===== config.mk =====
export PLATFORM = sky130hd
export DESIGN_NAME = knob_step_accum
export DESIGN_NICKNAME = d
export VERILOG_FILES = /design/src/rtl/knob_pkg.sv /design/src/rtl/knob_sync.sv /design/src/rtl/knob_quad_decode.sv /design/src/rtl/knob_delta_acc.sv /design/src/rtl/knob_step_accum.sv
export SDC_FILE = /design/constraint.sdc
export NUM_CORES = 1
export LEC_CHECK = 0
export ABC_AREA = 1
export BUFFER_PORTS_ARGS = -buffer_cell sky130_fd_sc_hd__buf_4
export CELL_PAD_IN_SITES_DETAIL_PLACEMENT = 0
export CELL_PAD_IN_SITES_GLOBAL_PLACEMENT = 1
export CORE_MARGIN = 5
export CORE_UTILIZATION = 39
export CTS_CLUSTER_DIAMETER = 200
export DETAILED_ROUTE_END_ITERATION = 10
export GPL_TIMING_DRIVEN = 0
export HOLD_SLACK_MARGIN = 0.02
export MAX_ROUTING_LAYER = met4
export PLACE_DENSITY = 0.74
export REMOVE_ABC_BUFFERS = 1
export SYNTH_ARGS = -nofsm -noshare
export SYNTH_HDL_FRONTEND = slang
export SYNTH_SLANG_ARGS = --single-unit

===== constraint.sdc =====
create_clock -name clk_i -period 1.9 [get_ports clk_i]
set_input_delay 0.38 -clock clk_i [delete_from_list [all_inputs] [get_ports clk_i]]
set_output_delay 0.38 -clock clk_i [all_outputs]
set_load 0.03 [all_outputs]

===== src/rtl/knob_pkg.sv =====
package knob_pkg;

   typedef enum logic [1:0] {
      MOVE_NONE = 2'd0,
      MOVE_FWD  = 2'd1,
      MOVE_REV  = 2'd2,
      MOVE_BAD  = 2'd3
   } move_e;

   // Forward successor in the contact Gray cycle, bits ordered {A,B}
   function automatic logic [1:0] gray_succ(input logic [1:0] s);
      logic [1:0] r;
      case (s)
         2'b00:   r = 2'b01;
         2'b01:   r = 2'b11;
         2'b11:   r = 2'b10;
         default: r = 2'b00;
      endcase
      return r;
   endfunction

   function automatic move_e classify(input logic [1:0] ref_s, input logic [1:0] now_s);
      move_e m;
      if (ref_s == now_s)                 m = MOVE_NONE;
      else if (gray_succ(ref_s) == now_s) m = MOVE_FWD;
      else if (gray_succ(now_s) == ref_s) m = MOVE_REV;
      else                                m = MOVE_BAD;
      return m;
   endfunction

endpackage


===== src/rtl/knob_sync.sv =====
module knob_sync #(
   parameter int STAGES = 2,
   parameter int WIDTH  = 2
) (
   input  logic             clk_i,
   input  logic             rst_i,
   input  logic [WIDTH-1:0] async_i,
   output logic [WIDTH-1:0] sync_o
);

   localparam int LAST = STAGES - 1;

   for (genvar b = 0; b < WIDTH; b++) begin : g_bit
      logic [STAGES-1:0] chain_q;

      always_ff @(posedge clk_i) begin
         if (rst_i) chain_q <= '0;
         else       chain_q <= {chain_q[STAGES-2:0], async_i[b]};
      end

      assign sync_o[b] = chain_q[LAST];
   end

endmodule


===== src/rtl/knob_quad_decode.sv =====
module knob_quad_decode
   import knob_pkg::*;
#(
   parameter bit REVERSE = 1'b0
) (
   input  logic       clk_i,
   input  logic       rst_i,
   input  logic [1:0] ab_i,
   output move_e      move_o
);

   logic [1:0] ref_q;
   move_e      raw;

   always_ff @(posedge clk_i) begin
      if (rst_i) ref_q <= 2'b00;
      else       ref_q <= ab_i;
   end

   assign raw = classify(ref_q, ab_i);

   if (REVERSE) begin : g_swap
      always_comb begin
         case (raw)
            MOVE_FWD: move_o = MOVE_REV;
            MOVE_REV: move_o = MOVE_FWD;
            default:  move_o = raw;
         endcase
      end
   end else begin : g_direct
      assign move_o = raw;
   end

endmodule


===== src/rtl/knob_delta_acc.sv =====
module knob_delta_acc
   import knob_pkg::*;
#(
   parameter int CNT_W = 8
) (
   input  logic                    clk_i,
   input  logic                    rst_i,
   input  move_e                   move_i,
   input  logic                    rd_clr_i,
   output logic signed [CNT_W-1:0] count_o
);

   localparam logic signed [CNT_W-1:0] TOP_V = {1'b0, {(CNT_W-1){1'b1}}};
   localparam logic signed [CNT_W-1:0] BOT_V = {1'b1, {(CNT_W-1){1'b0}}};

   logic signed [CNT_W-1:0] acc_q;
   logic signed [CNT_W-1:0] base;
   logic signed [CNT_W-1:0] acc_d;

   always_comb begin
      base = rd_clr_i ? '0 : acc_q;
      acc_d = base;
      if (move_i == MOVE_FWD && base != TOP_V)      acc_d = base + 1'b1;
      else if (move_i == MOVE_REV && base != BOT_V) acc_d = base - 1'b1;
   end

   always_ff @(posedge clk_i) begin
      if (rst_i) acc_q <= '0;
      else       acc_q <= acc_d;
   end

   assign count_o = acc_q;

endmodule


===== src/rtl/knob_step_accum.sv =====
module knob_step_accum
   import knob_pkg::*;
#(
   parameter int CNT_W       = 8,
   parameter int SYNC_STAGES = 2,
   parameter bit REVERSE     = 1'b0
) (
   input  logic             clk_i,
   input  logic             rst_i,
   input  logic             knob_a_i,
   input  logic             knob_b_i,
   input  logic             rd_clr_i,
   output logic [CNT_W-1:0] count_o
);

   if (CNT_W < 2) begin : g_bad_width
      $error("knob_step_accum: CNT_W must be at least 2");
   end
   if (SYNC_STAGES < 2) begin : g_bad_sync
      $error("knob_step_accum: SYNC_STAGES must be at least 2");
   end

   logic [1:0]              ab_sync;
   move_e                   move;
   logic signed [CNT_W-1:0] cnt;

   knob_sync #(.STAGES(SYNC_STAGES), .WIDTH(2)) sync_i (
      .clk_i   (clk_i),
      .rst_i   (rst_i),
      .async_i ({knob_a_i, knob_b_i}),
      .sync_o  (ab_sync)
   );

   knob_quad_decode #(.REVERSE(REVERSE)) dec_i (
      .clk_i  (clk_i),
      .rst_i  (rst_i),
      .ab_i   (ab_sync),
      .move_o (move)
   );

   knob_delta_acc #(.CNT_W(CNT_W)) acc_i (
      .clk_i    (clk_i),
      .rst_i    (rst_i),
      .move_i   (move),
      .rd_clr_i (rd_clr_i),
      .count_o  (cnt)
   );

   assign count_o = cnt;

endmodule



Word level (Yosys, flattened, before mapping):

Cells that the tools add are included.
W data, S select, Z words.

* register bits after elaboration: 14
* input port bits: 5
* output and inout port bits: 8
* logic and storage cells: 32

* add/subtract/negate cells: 2
* equality and inequality tests: 11
* multiplexer cells: 11
* reduce and logical (&&, ||, !) cells: 4

Operators by type and width (number)
* $mux W8: 3
* $ne A8 B8 Y1 const B: 2
* $pmux W2 S3: 2
* $mux W2: 5
* $add A8 B1 Y8 const B: 1
* $sub A8 B1 Y8 const B: 1
* $eq A2 B1 Y1 const B: 3
* $eq A2 B2 Y1: 3
* $eq A2 B2 Y1 const B: 3
* $logic_not A2 Y1: 2
* $logic_and A1 B1 Y1: 2
* $mux W1: 1

Longest topological paths before layout:

Gate-level depths: netlist of run 1.

* depth in word-level cells: 14
* gate-level depth with buffers: 13
* depth with buffers taken out: 13

Hierarchy:

Synthesis of run 1 repeated with hierarchy kept, for this count alone.

* cells, all modules: 171
* area, all modules: 1039.7 um^2

By module, submodules not included
* knob_delta_acc: times used 1, cells an instance 124, area each 758.2 um^2, seq. area each 160.2 um^2
* knob_quad_decode: times used 1, cells an instance 33, area each 156.4 um^2, seq. area each 40.0 um^2
* knob_sync: times used 1, cells an instance 14, area each 125.1 um^2, seq. area each 80.1 um^2

Worst setup path before layout of run 1:

No wires, ideal clock.

* path type: register to register
* start point: reg acc_i.acc_q[1], in the netlist acc_i.count_o[1]
* end point: reg acc_i.acc_q[5], in the netlist acc_i.count_o[5]
* setup time: 0.115 ns
* arrival time: 1.624 ns
* required time: 1.785 ns
* setup slack: 0.161 ns
* cell stages (with the launch flop): 13
* path buffers: 0
* period minus slack after synthesis: 1.739 ns
* cell sequence: dfxtp_1 -> nand2_1 -> inv_1 -> ha_1 -> nand2_1 -> nor2_2 -> nand2_4 -> nand2_8 -> nand2_2 -> nand2_1 -> nand3_1 -> nand2_1 -> nor2_1

* longest elaborated chain between the ends: 5
* elaborated cells on any way between the ends: 9
* classes of those cells: add/sub: 2; eq/ne: 2; mux: 3; reduce/logical: 2

RTL lines
* start: declaration: line knob_delta_acc.sv:16 `logic signed [CNT_W-1:0] acc_q;`
* start signal: assignment: line knob_delta_acc.sv:28 `if (rst_i) acc_q <= '0;`
* start signal: assignment: line knob_delta_acc.sv:29 `else acc_q <= acc_d;`
* $mux W8 (*): line knob_delta_acc.sv:21 `base = rd_clr_i ? '0 : acc_q;`
* branches (longest 3 deep; another with $sub A8 B1 Y8)
* $mux W8 (*): line knob_delta_acc.sv:23 `if (move_i == MOVE_FWD && base != TOP_V) acc_d = base + 1'b1;`

Every way passes the cells marked *.
A chain may end at the register's enable or synchronous reset.

Worst setup path after layout of run 1:

* start point: reg acc_i.acc_q[0], in the netlist acc_i.count_o[0]
* end point: reg acc_i.acc_q[5], in the netlist acc_i.count_o[5]

Same word-level chain as after synthesis.

==> results of run 1 <==
==> power by group through the flow <==
stage               logic, mW  registers [mW]  clock network, mW
CTS                     0.203           0.329              0.232
global route            0.226           0.333              0.246
floorplan               0.121           0.359                  0
global placement        0.202           0.335                  0
detailed placement      0.202           0.336                  0
finish                  0.202           0.329              0.224
==> routing by layer <==
metal / global-route usage / part of all wire / vias up
met5: - / 0 / -
met4: 0.07595 / 0.021 / 0
met3: 0.03456 / 0.050 / 5
met2: 0.1929 / 0.41 / 17
met1: 0.1903 / 0.51 / 382
li1: - / - / 484
==> what timing repair did <==
action	CTS	global route
endpoints found under the setup margin	0	1
buffers inserted	0	0
gates resized for setup	0	1
==> cell usage in the layout (no fill, tap or decap), types with 3 or more instances in the layout <==
cell type / n
nand2_2: 3
a21oi_1: 6
nand2_4: 4
buf_4: 12
dfxtp_1: 14
clkbuf_4: 3
o21ai_0: 3
nor2_1: 19
ha_1: 3
inv_1: 20
nand3_1: 17
nand2_1: 32
==> worst max path at each step <==
stage                                  end  slack (ns)  depth (start not counted)
4_1_cts        acc_i.count_o[5]$_SDFF_PP0_        0.19                         12
5_1_grt        acc_i.count_o[6]$_SDFF_PP0_        0.02                         10
3_3_place_gp   acc_i.count_o[5]$_SDFF_PP0_       -0.09                         14
2_1_floorplan  acc_i.count_o[5]$_SDFF_PP0_        0.16                         12
3_5_place_dp   acc_i.count_o[5]$_SDFF_PP0_       -0.10                         14
6_report       acc_i.count_o[5]$_SDFF_PP0_        0.23                         12
==> cells in the mapped netlist <==
master	number
inv_1	20
xnor2_1	2
nand3b_1	1
nand2_1	32
and2_1	1
dfxtp_1	14
o21ai_1	1
a21oi_1	6
nor2_4	1
buf_4	1
nor2_1	19
o211ai_1	1
nand2_2	3
xor2_1	1
nand2_8	1
clkbuf_1	1
ha_1	3
nand3_4	1
nand3_1	17
nand2_4	4
o21ai_2	2
nor2_2	3
nor3_1	1
inv_4	1
nand4_1	2
inv_2	1
o21ai_0	3
a21oi_2	1
==> worst max-delay path: cells and delay by family (launching register included) <==
family / cells / cell delay [ns]
DFF: 1 / 0.38
buffers and inverters: 1 / 0.12
and+or+nand+nor: 10 / 0.88
adders and majority gates: 1 / 0.21
==> cell families after synthesis <==
logic type / synth area share
flip-flops: 0.2909
buffers and inverters: 0.1000
adder cells (fa/ha/maj): 0.03897
AO/OA/AOI/OAI: 0.08701
XOR/XNOR: 0.02728
AND/OR/NAND/NOR: 0.4559
==> flip-flops by register name (all words and copies together) (netlist names) <==
register and cells:
acc_i.count_o 8, dec_i.ref_q 2, sync_i.g_bit.chain_q 4
==> cell type report <==
class / count / area (um^2)
inverter: 22 / 85.08
timing repair buffer: 12 / 90.09
sequential: 14 / 280.3
clock buffer: 4 / 36.28
multi-input combinational: 106 / 591.8
tap: 30 / 37.54
fill: 243 / 1289
==> flow_summary_export.csv, run 1 <==
group,metric,value,unit
setup_path,crit_path_max_fanout,7,
placed_design,dpl_cell_area,1080,um^2
synthesis,synthCells,144,
clock_network,cts_max_level,1,
placed_design,portBuffers,12,
cells_and_area,layout-drive-gt1-share,0.2152,
sta,min_period,1.671,ns
placed_design,dpl.hpwl,1.656,mm
sta,clock_skew,0.007040,ns
setup_path,cp_data_arrival_time,1.87,ns
grt,grt_pass1_vias,785,
setup_path,critical_path_class,"reg2reg",
status,status,"complete, no violations",
setup_path,r2r_start,"acc_i.count_o[0]$_SDFF_PP0_",
grt,grt_overflow,0,
power,power.switching,252.2,uW
power,combPwrFrac,0.268,
synthesis,synth_top_area_frac,0.2909,
placed_design,dp_cells,184,
power,power.density,673.2,nW/um^2
die,die_y,59.70,um
sta,maxSlewHeadroom,0.7315,
cells_and_area,num_antenna_cells,0,
synthesis,syn_area_per_cell,6.690,um^2
sta,slew_viol_final,0,
placed_design,gp_congestion,0.8555,
synthesis,seq_area_frac_synth,0.2909,
synthesis,synth_area_leaders,"dfxtp_1 (29%), nand2_1 (12%), nand3_1 (8.8%)",
sta,holdWs,0.2953,ns
sta,rsz0062_at_grt,"false",
cells_and_area,areaGrowthSynthToFinish,16.36,%
setup_path,cp-end-kind,"flip-flop",
min_path,timing.hold.worst_path_depth,3,
die,dieWidth,59.70,um
route,viasPerCell,4.723,
clock_network,cts_tree,"yes",
die,initial_core_util,0.3998,
power,internal_power,502.5,uW
route,drtIter0Drc,46,
sta,post-route-period-util,0.8797,
cells_and_area,fin_area,1121,um^2
clock_network,clk_latency,0.29,ns
clock_network,cts_buffers,3,
power,p_total,754.7,uW
sta,max_freq,598.3,MHz
setup_path,slowest_stage,"dfxtp_1",
setup_path,reg2reg_depth,12,
synthesis,netlist_area,963.4,um^2
grt,grt_usage,0.1416,
sta,setup_ws,0.2285,ns
min_path,hp-class,"in2reg",
route,routed_wirelength,2.100,mm
setup_path,crit_start,"acc_i.count_o[0]$_SDFF_PP0_",
power,netSwitchingFraction,0.3342,
power,p_leak,0.5491,nW
cells_and_area,final_core_util,0.4652,
synthesis,yosys_warnings,0,
setup_path,path_common_cell,"nand2_1",
run,timing.max_cap.violations,0,
die,io_pins,13,
power,ir_worst_vdd,418.4,uV
setup_path,slowest_delay,0.38,ns
sta,finalSetupViolCount,0,
sta,fin_setup_tns,0,ns
clock_network,clkSlewWorstSetupHoldPaths,0.09,ns
min_path,hold_end,"sync_i.g_bit[0].chain_q[0]$_SDFF_PP0_",
placed_design,dpl_worst_slack,-0.1004,ns
grt,grt_pass1_wl,3.622,mm
die,core,2410,um^2
synthesis,yosys.area.top_type,"dfxtp_1",
setup_path,critPathRequiredTime,2.10,ns
die,dieArea,3564,um^2
route,firstDrtPassIters,4,
grt,antenna_found_initial,0,
route,drc_errors,0,
route,vias,888,
die,num_rows,18,
power,sequentialPowerShare,0.435,
min_path,holdCritStartpoint,"knob_b_i",
synthesis,ys_ff_latch,14,
clock_network,ctsHoldBuffers,0,
setup_path,path_cells,"nand2_2, inv_1, ha_1, nand2_1, nor2_4, nand2_4, nand2_8, nand2_2, nand2_1, nand3_1, nand2_1, nor2_1",
setup_path,worstSetupStartpointType,"flip-flop",
setup_path,regToRegSetupSlack,0.23,ns
setup_path,r2r-end,"acc_i.count_o[5]$_SDFF_PP0_",
sta,hold_viol_final,0,
sta,worst_pin_slew,0.4027,ns
grt,grt_max_degree,11,
cells_and_area,layout.cells.non_filler,188,
power,clockPowerShare,0.297,
route,wl_per_cell,11.17,um
clock_network,clock_sinks,14,
synthesis,yosysUniqueCellTypes,28,
clock_network,ctsRootBufferMaster,"clkbuf_4",
route,drtAntennaViolNets,0,
clock_network,clk_path_buf_depth,2,
cells_and_area,fin_nets,167,
Power figures use the tool's default switching activity.
==> inputs of run 2 (changes only) <==
--- a/config.mk
+++ b/config.mk
@@ -17,6 +17,7 @@
 export HOLD_SLACK_MARGIN = 0.02
 export MAX_ROUTING_LAYER = met4
 export PLACE_DENSITY = 0.74
+export RECOVER_POWER = 25
 export REMOVE_ABC_BUFFERS = 1
 export SYNTH_ARGS = -nofsm -noshare
 export SYNTH_HDL_FRONTEND = slang
==> flow_summary_export.csv, run 2 (synthesis results as in run 1) <==
group,metric,value,unit
status,status,"complete, no violations",
placed_design,portBuffers,12,
cells_and_area,nFillCells,243,
clock_network,clk_latency,0.29,ns
cells_and_area,layout-drive-gt1-share,0.2089,
grt,grt_overflow,0,
power,netSwitchingFraction,0.3347,
clock_network,clock_sinks,14,
sta,hold_viol_final,0,
sta,clock_skew,0.007053,ns
cells_and_area,num_antenna_cells,0,
power,p_leak,0.5454,nW
route,drtAntennaViolNets,0,
placed_design,gp_congestion,0.8555,
grt,grt_pass1_wl,3.622,mm
route,drtIter0Drc,41,
die,num_rows,18,
die,die_y,59.70,um
cells_and_area,final-seq-area,280.3,um^2
sta,maxSlewHeadroom,0.7268,
setup_path,slowest_delay,0.38,ns
cells_and_area,multi_input_area,591.8,um^2
die,io_pins,13,
die,dieArea,3564,um^2
sta,post-route-period-util,0.8828,
die,core,2410,um^2
sta,setup_ws,0.2227,ns
cells_and_area,fin_nets,167,
min_path,hp-class,"in2reg",
power,power.density,674.7,nW/um^2
clock_network,cts_setup_buffers,0,
sta,rsz0062_at_grt,"false",
cells_and_area,fin_area,1117,um^2
cells_and_area,final_core_util,0.4637,
setup_path,slowest_stage,"dfxtp_1",
sta,fin_setup_tns,0,ns
setup_path,crit_path_max_fanout,7,
power,combPwrFrac,0.267,
setup_path,critical_path_class,"reg2reg",
power,ir_worst_vdd,417.1,uV
sta,finalSetupViolCount,0,
sta,slew_viol_final,0,
grt,grt_pass1_vias,785,
route,vias,893,
setup_path,critPathTopFamily,"simple AND/OR/NAND/NOR gates",
route,drc_errors,0,
placed_design,dp_cells,184,
route,viasPerCell,4.750,
clock_network,ctsRootBufferMaster,"clkbuf_4",
cells_and_area,largest_reg_flops,8,
clock_network,cts_max_level,1,
setup_path,path_common_cell,"nand2_1",
power,p_total,753.8,uW
placed_design,dpl_worst_slack,-0.1004,ns
sta,worst_pin_slew,0.4098,ns
route,wl_per_cell,11.18,um
clock_network,cts_tree,"yes",
placed_design,dpl.hpwl,1.656,mm
setup_path,critPathRequiredTime,2.10,ns
power,internal_power,501.5,uW
grt,antenna_found_initial,0,
setup_path,cp_num_buf_inv,1,
setup_path,cp-end-kind,"flip-flop",
die,dieWidth,59.70,um
setup_path,cp_data_arrival_time,1.87,ns
clock_network,ctsHoldBuffers,0,
cells_and_area,areaGrowthSynthToFinish,15.97,%
cells_and_area,layout.cells.non_filler,188,
route,firstDrtPassIters,4,
sta,holdWs,0.2954,ns
clock_network,clkSlewWorstSetupHoldPaths,0.09,ns
power,sequentialPowerShare,0.436,
cells_and_area,final_common_cell,"nand2_1",
power,power.switching,252.3,uW
clock_network,clk_path_buf_depth,2,
route,routed_wirelength,2.102,mm
power,clockPowerShare,0.297,
placed_design,dpl_cell_area,1080,um^2
sta,min_period,1.677,ns
cells_and_area,final_cell_mix,"nand2_1 (32), inv_1 (20), nor2_1 (19)",
grt,grt_usage,0.1416,
setup_path,path_cells,"nand2_2, inv_1, ha_1, nand2_1, nor2_4, nand2_4, nand2_8, nand2_2, nand2_1, nand3_1, nand2_1, nor2_1",
die,initial_core_util,0.3998,
run,timing.max_cap.violations,0,
setup_path,worstSetupStartpointType,"flip-flop",
clock_network,cts_buffers,3,
sta,max_freq,596.2,MHz
grt,grt_max_degree,11,
run 2: timing repair:
| item | 4_1_cts | 5_1_grt |
|---|---|---|
| resized for setup | 0 | 1 |
| setup endpoints to repair | 0 | 1 |
| endpoints found under the hold margin | 0 | 0 |
run 2: worst paths after layout:
check                                        startpoint                                    end  slack (ns)  cells after the start
hold / removal                                 knob_b_i  sync_i.g_bit[0].chain_q[0]$_SDFF_PP0_        0.30                      3
hold reg to reg   sync_i.g_bit[1].chain_q[0]$_SDFF_PP0_  sync_i.g_bit[1].chain_q[1]$_SDFF_PP0_        0.41                      2
setup reg to reg            acc_i.count_o[0]$_SDFF_PP0_            acc_i.count_o[5]$_SDFF_PP0_        0.22                     12
setup / recovery            acc_i.count_o[0]$_SDFF_PP0_            acc_i.count_o[5]$_SDFF_PP0_        0.22                     12
run 2: final cells by class:
class	count	area share
Inverter	22	0.07615
Multi-Input combinational cell	106	0.5297
Sequential cell	14	0.2508
Tap cell	30	0.03359
Timing Repair Buffer	12	0.07727
Clock buffer	4	0.03247
run 2: power groups by stage:
| stage | logic (mW) | clock network (mW) | registers [mW] |
|---|---|---|---|
| global placement | 0.202 | 0 | 0.335 |
| CTS | 0.203 | 0.232 | 0.329 |
| floorplan | 0.121 | 0 | 0.359 |
| detailed placement | 0.202 | 0 | 0.336 |
| finish | 0.201 | 0.224 | 0.329 |
| global route | 0.225 | 0.246 | 0.333 |
run 2: layer usage:
metal	up-vias	GRT usage	share of wire
met1	383	0.1903	0.51
met2	21	0.1929	0.41
li1	484	-	-
met5	-	-	0
met3	5	0.03456	0.052
met4	0	0.07595	0.021
run 2: tightest hold or removal path, cell delays in order:
cell and delay (ns):
buf_4 0.07, inv_1 0.03, nor2_1 0.07
==> inputs of run 3 (changes only) <==
--- a/config.mk
+++ b/config.mk
@@ -11,13 +11,12 @@
 export CELL_PAD_IN_SITES_GLOBAL_PLACEMENT = 1
 export CORE_MARGIN = 5
 export CORE_UTILIZATION = 39
-export CTS_CLUSTER_DIAMETER = 200
+export CTS_CLUSTER_DIAMETER = 50
 export DETAILED_ROUTE_END_ITERATION = 10
 export GPL_TIMING_DRIVEN = 0
 export HOLD_SLACK_MARGIN = 0.02
-export MAX_ROUTING_LAYER = met4
 export PLACE_DENSITY = 0.74
-export RECOVER_POWER = 25
+export RECOVER_POWER = 100
 export REMOVE_ABC_BUFFERS = 1
 export SYNTH_ARGS = -nofsm -noshare
 export SYNTH_HDL_FRONTEND = slang
==> flow_summary_export.csv, run 3 (synthesis results as in run 1) <==
group,metric,value,unit
sta,finalSetupViolCount,0,
route,routed_wirelength,2.127,mm
grt,grt_max_degree,11,
placed_design,portBuffers,12,
route,viasPerCell,4.824,
setup_path,cp_num_buf_inv,1,
sta,clock_skew,0.005477,ns
power,sequentialPowerShare,0.443,
setup_path,path_common_cell,"nand2_1",
route,drtIter0Drc,47,
sta,post-route-period-util,0.8858,
cells_and_area,layout-drive-gt1-share,0.1519,
setup_path,cp_data_arrival_time,1.88,ns
cells_and_area,areaGrowthSynthToFinish,12.60,%
placed_design,dpl_cell_area,1080,um^2
route,drtAntennaViolNets,0,
setup_path,reg2reg_depth,12,
cells_and_area,fin_area,1085,um^2
die,initial_core_util,0.3998,
die,die_y,59.70,um
clock_network,cts.repair.resized,0,
clock_network,clock_sinks,14,
power,ir_worst_vdd,435.8,uV
power,p_leak,0.5125,nW
setup_path,path_cells,"nand2_2, inv_1, ha_1, nand2_1, nor2_4, nand2_4, nand2_8, nand2_1, nand2_1, nand3_1, nand2_1, nor2_1",
cells_and_area,final_common_cell,"nand2_1",
setup_path,cp-end-kind,"flip-flop",
grt,antenna_found_initial,0,
grt,grt_usage,0.1363,
route,firstDrtPassIters,4,
run,timing.max_cap.violations,0,
sta,worst_pin_slew,0.4097,ns
setup_path,crit_path_max_fanout,7,
sta,maxSlewHeadroom,0.7269,
placed_design,dp_cells,184,
die,io_pins,13,
grt,grt_pass1_vias,787,
min_path,hp-class,"in2reg",
power,power.density,683.7,nW/um^2
sta,fin_setup_tns,0,ns
grt,grt_pass1_wl,3.608,mm
sta,setup_ws,0.2170,ns
die,dieWidth,59.70,um
setup_path,critPathTopFamily,"simple AND/OR/NAND/NOR gates",
setup_path,critPathRequiredTime,2.10,ns
setup_path,slowest_stage,"dfxtp_1",
placed_design,gp_congestion,0.8424,
setup_path,worstSetupStartpointType,"flip-flop",
cells_and_area,fin_nets,167,
placed_design,dpl.hpwl,1.656,mm
sta,rsz0062_at_grt,"false",
die,dieArea,3564,um^2
placed_design,dpl_worst_slack,-0.1004,ns
clock_network,ctsRootBufferMaster,"clkbuf_4",
cells_and_area,final_core_util,0.4502,
power,power.switching,251.6,uW
sta,hold_viol_final,0,
sta,min_period,1.683,ns
clock_network,clk_latency,0.29,ns
route,drc_errors,0,
grt,grt_overflow,0,
power,netSwitchingFraction,0.3392,
power,clockPowerShare,0.302,
clock_network,ctsHoldBuffers,0,
clock_network,cts_tree,"yes",
setup_path,critical_path_class,"reg2reg",
cells_and_area,num_antenna_cells,0,
cells_and_area,largest_reg_flops,8,
clock_network,cts_buffers,3,
route,vias,907,
setup_path,worst-path-stages,12,
min_path,timing.hold.worst_path_depth,3,
clock_network,cts_max_level,1,
die,core,2410,um^2
sta,slew_viol_final,0,
clock_network,cts_setup_buffers,0,
setup_path,slowest_delay,0.37,ns
power,internal_power,490.1,uW
cells_and_area,final_cell_mix,"nand2_1 (33), inv_1 (20), nor2_1 (19)",
status,status,"complete, no violations",
power,combPwrFrac,0.255,
die,num_rows,18,
clock_network,clk_path_buf_depth,2,
sta,max_freq,594.2,MHz
cells_and_area,layout.cells.non_filler,188,
route,wl_per_cell,11.31,um
clock_network,clkSlewWorstSetupHoldPaths,0.09,ns
==> run 3: metrics by stage <==
step,hold WS (ns),total power [mW]
after floorplan,0.3883,0.4808
after global placement,0.3972,0.5378
after detailed placement,0.4037,0.5386
after CTS,0.2848,0.7648
after global routing,0.3004,0.7874
final,0.2928,0.7417
==> run 3: power groups by stage <==
stage	Clock (mW)	Sequential [mW]	Combinational, mW
2_1_floorplan	0	0.359	0.121
3_3_place_gp	0	0.335	0.202
3_5_place_dp	0	0.336	0.202
4_1_cts	0.232	0.329	0.203
5_1_grt	0.243	0.332	0.212
6_report	0.224	0.328	0.189
==> run 3: worst reg2reg max path, cell delays in order, from the launching register on <==
cell,delay [ns]
dfxtp_1,0.37
nand2_2,0.10
inv_1,0.12
ha_1,0.21
nand2_1,0.12
nor2_4,0.16
nand2_4,0.10
nand2_8,0.10
nand2_1,0.06
nand2_1,0.07
nand3_1,0.07
nand2_1,0.07
nor2_1,0.04
==> run 3: layer usage <==
layer,track usage,up-vias,share of wire
li1,-,482,-
met1,0.1903,400,0.51
met2,0.1929,20,0.41
met3,0.02808,5,0.053
met4,0.07595,0,0.021
met5,0,-,0
==> run 3: worst paths after layout <==
check / from / to / slack, ns
hold reg to reg: sync_i.g_bit[1].chain_q[0]$_SDFF_PP0_ / sync_i.g_bit[1].chain_q[1]$_SDFF_PP0_ / 0.41
setup reg to reg: acc_i.count_o[0]$_SDFF_PP0_ / acc_i.count_o[5]$_SDFF_PP0_ / 0.22
setup / recovery: acc_i.count_o[0]$_SDFF_PP0_ / acc_i.count_o[5]$_SDFF_PP0_ / 0.22
hold / removal: knob_b_i / sync_i.g_bit[0].chain_q[0]$_SDFF_PP0_ / 0.29
==> run 3: cell type report <==
| class | count | area (um^2) |
|---|---|---|
| Fill cell | 245 | 1325 |
| Multi-Input combinational cell | 106 | 589.3 |
| Sequential cell | 14 | 280.3 |
| Inverter | 22 | 85.08 |
| Timing Repair Buffer | 12 | 56.30 |
| Tap cell | 30 | 37.54 |
| Clock buffer | 4 | 36.28 |
